**config.mk**
```make
export PLATFORM = sky130hd
export DESIGN_NAME = brownin_supervisor
export DESIGN_NICKNAME = d
export VERILOG_FILES = /design/src/rtl/brownin_pkg.sv /design/src/rtl/brownin_qualifier.sv /design/src/rtl/brownin_ramp.sv /design/src/rtl/brownin_shoulder.sv /design/src/rtl/brownin_supervisor.sv
export SDC_FILE = /design/constraint.sdc
export NUM_CORES = 1
export LEC_CHECK = 0
export ABC_AREA = 1
export CAP_MARGIN = 20
export CORE_MARGIN = 8
export CORE_UTILIZATION = 49
export DETAILED_ROUTE_END_ITERATION = 16
export PLACE_DENSITY = 0.73
export SKIP_CTS_REPAIR_TIMING = 1
export SYNTH_ARGS = -nofsm -noshare
export SYNTH_HDL_FRONTEND = slang
export SYNTH_SLANG_ARGS = --single-unit
```
**constraint.sdc**
```tcl
create_clock -name clk -period 5.6 [get_ports clk]
set_input_delay 0.84 -clock clk [delete_from_list [all_inputs] [get_ports clk]]
set_output_delay 0.84 -clock clk [all_outputs]
set_load 0.02 [all_outputs]
```
**src/rtl/brownin_pkg.sv**
```systemverilog
package brownin_pkg;
  typedef enum logic [1:0] {
    BAND_LOW  = 2'd0,
    BAND_MID  = 2'd1,
    BAND_GOOD = 2'd2
  } line_band_e;
endpackage

```
**src/rtl/brownin_qualifier.sv**
```systemverilog
module brownin_qualifier #(
  parameter int W          = 12,
  parameter int QUAL_TICKS = 1500,
  parameter int V_ON       = 115,
  parameter int V_OFF      = 90
) (
  input  logic         clk,
  input  logic         rst_n,
  input  logic         tick,
  input  logic [W-1:0] vrms,
  output logic         en_q,
  output logic         en_nxt
);
  import brownin_pkg::*;

  localparam int              CW      = $clog2(QUAL_TICKS + 1);
  localparam logic [CW-1:0]   LAST    = CW'(QUAL_TICKS - 1);
  localparam logic [W-1:0]    ON_LVL  = W'(V_ON);
  localparam logic [W-1:0]    OFF_LVL = W'(V_OFF);

  line_band_e    band;
  logic [CW-1:0] cnt_q, cnt_d;
  logic          en_d;

  always_comb begin
    if (vrms < OFF_LVL)     band = BAND_LOW;
    else if (vrms < ON_LVL) band = BAND_MID;
    else                    band = BAND_GOOD;
  end

  always_comb begin
    en_d  = en_q;
    cnt_d = cnt_q;
    unique case (band)
      BAND_LOW: begin
        en_d  = 1'b0;
        cnt_d = '0;
      end
      BAND_MID: begin
        if (!en_q) cnt_d = '0;
      end
      BAND_GOOD: begin
        if (!en_q && tick) begin
          if (cnt_q == LAST) begin
            en_d  = 1'b1;
            cnt_d = '0;
          end else begin
            cnt_d = cnt_q + 1'b1;
          end
        end
      end
      default: begin
        en_d  = 1'b0;
        cnt_d = '0;
      end
    endcase
  end

  always_ff @(posedge clk or negedge rst_n) begin
    if (!rst_n) begin
      en_q  <= 1'b0;
      cnt_q <= '0;
    end else begin
      en_q  <= en_d;
      cnt_q <= cnt_d;
    end
  end

  assign en_nxt = en_d;
endmodule

```
**src/rtl/brownin_ramp.sv**
```systemverilog
module brownin_ramp #(
  parameter int W = 12
) (
  input  logic         clk,
  input  logic         rst_n,
  input  logic         run,
  input  logic         tick,
  input  logic [W-1:0] goal,
  input  logic [W-1:0] step,
  output logic [W-1:0] level
);
  logic [W-1:0] lvl_q, lvl_d;
  logic [W:0]   up_sum;
  logic [W-1:0] down_gap;

  always_comb begin
    up_sum   = {1'b0, lvl_q} + {1'b0, step};
    down_gap = lvl_q - goal;
    lvl_d    = lvl_q;
    if (!run) begin
      lvl_d = '0;
    end else if (tick) begin
      if (lvl_q < goal) begin
        lvl_d = (up_sum >= {1'b0, goal}) ? goal : up_sum[W-1:0];
      end else if (lvl_q > goal) begin
        lvl_d = (down_gap <= step) ? goal : (lvl_q - step);
      end
    end
  end

  always_ff @(posedge clk or negedge rst_n) begin
    if (!rst_n) lvl_q <= '0;
    else        lvl_q <= lvl_d;
  end

  assign level = lvl_q;
endmodule

```
**src/rtl/brownin_shoulder.sv**
```systemverilog
module brownin_shoulder #(
  parameter int W          = 12,
  parameter int V_SHOULDER = 20
) (
  input  logic         clk,
  input  logic         rst_n,
  input  logic         run,
  input  logic [W-1:0] vinst,
  output logic         gate
);
  localparam logic [W-1:0] SH_LVL = W'(V_SHOULDER);

  logic gate_q, gate_d;

  always_comb gate_d = run && (vinst >= SH_LVL);

  always_ff @(posedge clk or negedge rst_n) begin
    if (!rst_n) gate_q <= 1'b0;
    else        gate_q <= gate_d;
  end

  assign gate = gate_q;
endmodule

```
**src/rtl/brownin_supervisor.sv**
```systemverilog
module brownin_supervisor #(
  parameter int W          = 12,
  parameter int QUAL_TICKS = 1500,
  parameter int V_ON       = 115,
  parameter int V_OFF      = 90,
  parameter int V_SHOULDER = 20,
  parameter int CLAMP_MAX  = 1000
) (
  input  logic         clk,
  input  logic         rst_n,
  input  logic         tick,
  input  logic [W-1:0] vrms,
  input  logic [W-1:0] vinst,
  input  logic [W-1:0] vtarget,
  input  logic [W-1:0] slew_step,
  input  logic [W-1:0] clamp_step,
  output logic         run_en,
  output logic [W-1:0] vref_slewed,
  output logic [W-1:0] clamp_lim,
  output logic         duty_gate
);
  localparam logic [W-1:0] CLAMP_TOP = W'(CLAMP_MAX);

  logic en_q, en_nxt;

  brownin_qualifier #(
    .W(W), .QUAL_TICKS(QUAL_TICKS), .V_ON(V_ON), .V_OFF(V_OFF)
  ) u_qual (
    .clk(clk), .rst_n(rst_n), .tick(tick), .vrms(vrms),
    .en_q(en_q), .en_nxt(en_nxt)
  );

  brownin_ramp #(.W(W)) u_ref_ramp (
    .clk(clk), .rst_n(rst_n), .run(en_nxt), .tick(tick),
    .goal(vtarget), .step(slew_step), .level(vref_slewed)
  );

  brownin_ramp #(.W(W)) u_clamp_ramp (
    .clk(clk), .rst_n(rst_n), .run(en_nxt), .tick(tick),
    .goal(CLAMP_TOP), .step(clamp_step), .level(clamp_lim)
  );

  brownin_shoulder #(.W(W), .V_SHOULDER(V_SHOULDER)) u_gate (
    .clk(clk), .rst_n(rst_n), .run(en_nxt), .vinst(vinst), .gate(duty_gate)
  );

  assign run_en = en_q;
endmodule

```
==> impl_metrics.tcl <==
set metrics [dict create \
    layout_commonest_cell "nand2_1" \
    post-route-util_pct 58.8 \
    viasPerCell 5.28 \
    drive_above_1_share_pct 5.44 \
    grt_overflow_total 0 \
    synth_compound_gate_area_share_pct 14.2 \
    synth_top_area_cell "ha_1" \
    leakage_nw 4.04 \
    die_h_um 130 \
    worstMarginPinSlew_ps 837 \
    root_buffer "clkbuf_16" \
    vias 6637 \
    skew_ps 7.80 \
    clkTransAtPathRegs_ps 50 \
    postSynthNetCount 1170 \
    cts_tree "done" \
    clkSinkCount 37 \
    timing.max_slew.rel_slack_pct 44.2 \
    dr.pass1.iters 6 \
    core_region_area_um2 12600 \
    cts_max_level 2 \
    rows 41 \
    yosys-top-cells-area "ha_1, nand2_1, dfrtp_1" \
    ys_types 47 \
    synth_edf_count 0 \
    ys_seq_area_share_pct 14.6 \
    dieWidth_um 130 \
    grt_pass1_vias 6105 \
    synth_flop_cell "dfrtp_1" \
    grt_pass1_wl_mm 30.2 \
    dp_hpwl_mm 15.4 \
    final-setup-viol-count 0 \
    worst-endpoint-required_ps 5770 \
    synth_xor_area_share_pct 5.81 \
    synth_top_family_by_area "simple AND/OR/NAND/NOR gates" \
    wl_per_cell_um 14.7 \
    syn_area_um2 6330 \
    muxShareOfSynthArea_pct 0 \
    layout_common_cells "nand2_1, inv_1, ha_1" \
    hold_path_class "flop to flop" \
    finalSetupTns_ps 0 \
    area_growth_pct 17.2 \
    worst_ep_arrival_time_ps 4880 \
    worstSetupEndpointType "flop" \
    antennaDiodeCount 0 \
    crit_path_start_kind "input port" \
    synthSimpleGateAreaFrac_pct 33.6 \
    p_total_uw 903 \
    rsz0062_at_grt "false" \
    cp_max_fo 13 \
    track_usage_pct 22.1 \
    nets 1245 \
    yosys.area.top_type_share_pct 18.4 \
    ys_ff_latch 37 \
    drv_cap 0 \
    status "completed" \
    synthArstFlopShare_pct 100 \
    dieArea_um2 16800 \
    insertion_delay_ps 290 \
    pin_count 89 \
    clock_path_buffers 2 \
    p_per_area_nw_per_um2 122 \
    place_congestion 0.959 \
    hold_viol_final 0 \
    fin_crit_ps 4700 \
    wirelength_mm 18.5 \
    ir_drop_uv 120 \
    max_freq_mhz 213 \
    slew_viol_final 0 \
    yosys_warnings 0 \
    drc 0 \
    io_buffers 86 \
    synth_cells 1009 \
    grt_max_degree 38 \
    crit_type "input port to flop" \
    drt_iter0_markers 647 \
    layout_worst_path_cycle_share_pct 84.0 \
    initial_utilization_pct 50.2 \
    cts_made_buffers 5 \
    synthAdderAreaFrac_pct 20.0 \
    ant_nets 0 \
    antenna_found_initial 0 \
    syn_avg_cell_area_um2 6.28 \
]
-- Yosys cell counts (8+ instances only) --
| library cell | number |
|---|---|
| a21oi_1 | 65 |
| buf_2 | 9 |
| dfrtp_1 | 37 |
| ha_1 | 93 |
| inv_1 | 146 |
| inv_2 | 19 |
| nand2_1 | 269 |
| nand3_1 | 76 |
| nand4_1 | 20 |
| nor2_1 | 78 |
| nor3_1 | 16 |
| o21ai_0 | 44 |
| o21bai_1 | 8 |
| xor2_1 | 35 |
-- final timing paths --
check                      slack [ps]                start  cells after the start                    to
hold / removal                    520      u_qual.cnt_q[4]                      2       u_qual.cnt_q[4]
setup reg to reg                 1620  u_ref_ramp.level[3]                     22   u_ref_ramp.level[7]
min in group asynchronous         660                rst_n                      1  u_ref_ramp.level[11]
hold reg to reg                   520      u_qual.cnt_q[4]                      2       u_qual.cnt_q[4]
setup / recovery                  900           vtarget[2]                     23   u_ref_ramp.level[2]
max in group asynchronous        4410                rst_n                      1   u_ref_ramp.level[5]
-- final cells by class --
| cell class | count | area (µm²) |
|---|---|---|
| flip-flops and latches | 37 | 926 |
| well taps | 172 | 215 |
| inverters | 167 | 628 |
| fillers | 1287 | 5200 |
| clock inverters | 1 | 8.76 |
| clock buffers | 6 | 129 |
| repair buffers | 86 | 856 |
| multi-input cells | 787 | 4660 |
-- power by group --
group,internal [mW],switching [mW]
clock network,0.163,0.106
logic,0.127,0.192
registers,0.295,0.0193
-- routing by layer --
metal	share of wire, %	up-vias	global-route usage [%]
met1	49	3022	32.0
met2	44	192	34.9
met5	0	-	0
met4	0.57	0	3.07
li1	-	3416	-
met3	6.2	7	2.77
-- sequential cells by signal (all words and copies together) (netlist names) --
register            cells
u_qual.cnt_q           11
u_qual.en_q             1
u_clamp_ramp.level     12
u_ref_ramp.level       12
u_gate.gate             1
-- kinds of logic (layout without fill, tap and decap cells) --
| group | Yosys count | after routing |
|---|---|---|
| xor gates and xnor gates | 42 | 42 |
| DFF | 37 | 37 |
| adders and majority gates | 98 | 98 |
| and+or+nand+nor | 491 | 491 |
| buffers and inverters | 185 | 260 |
| AOI/OAI and AO/OA | 156 | 156 |
-- worst max-delay path, stage by stage --
cell and delay (ps):
clkdlybuf4s50_1 550, inv_1 80, ha_1 350, a21oi_1 130, o21ai_1 130, a21oi_1 270
nor2_1 70, a21oi_1 230, o21ai_1 100, xor2_1 130, inv_1 50, ha_1 300
nand4_1 140, nor2_1 120, nand2_1 60, nand3_1 70, nand2_1 290, inv_1 470
o21ai_0 150, o21ai_0 110, nand2_1 80, nand3_1 80, nand2_1 50
-- metrics by stage --
step | worst slack [ps] | area, µm² | std cells | hold WS (ps)
finish | 895 | 7420 | 1256 | 516
global route | 626 | 7420 | 1256 | 560
CTS | 977 | 7420 | 1256 | 521
detailed placement | 699 | 7280 | 1249 | 512
global placement | 756 | 7280 | 1249 | 507
floorplan | 2110 | 6330 | 1009 | 495
(Power assumes the default switching activity.)
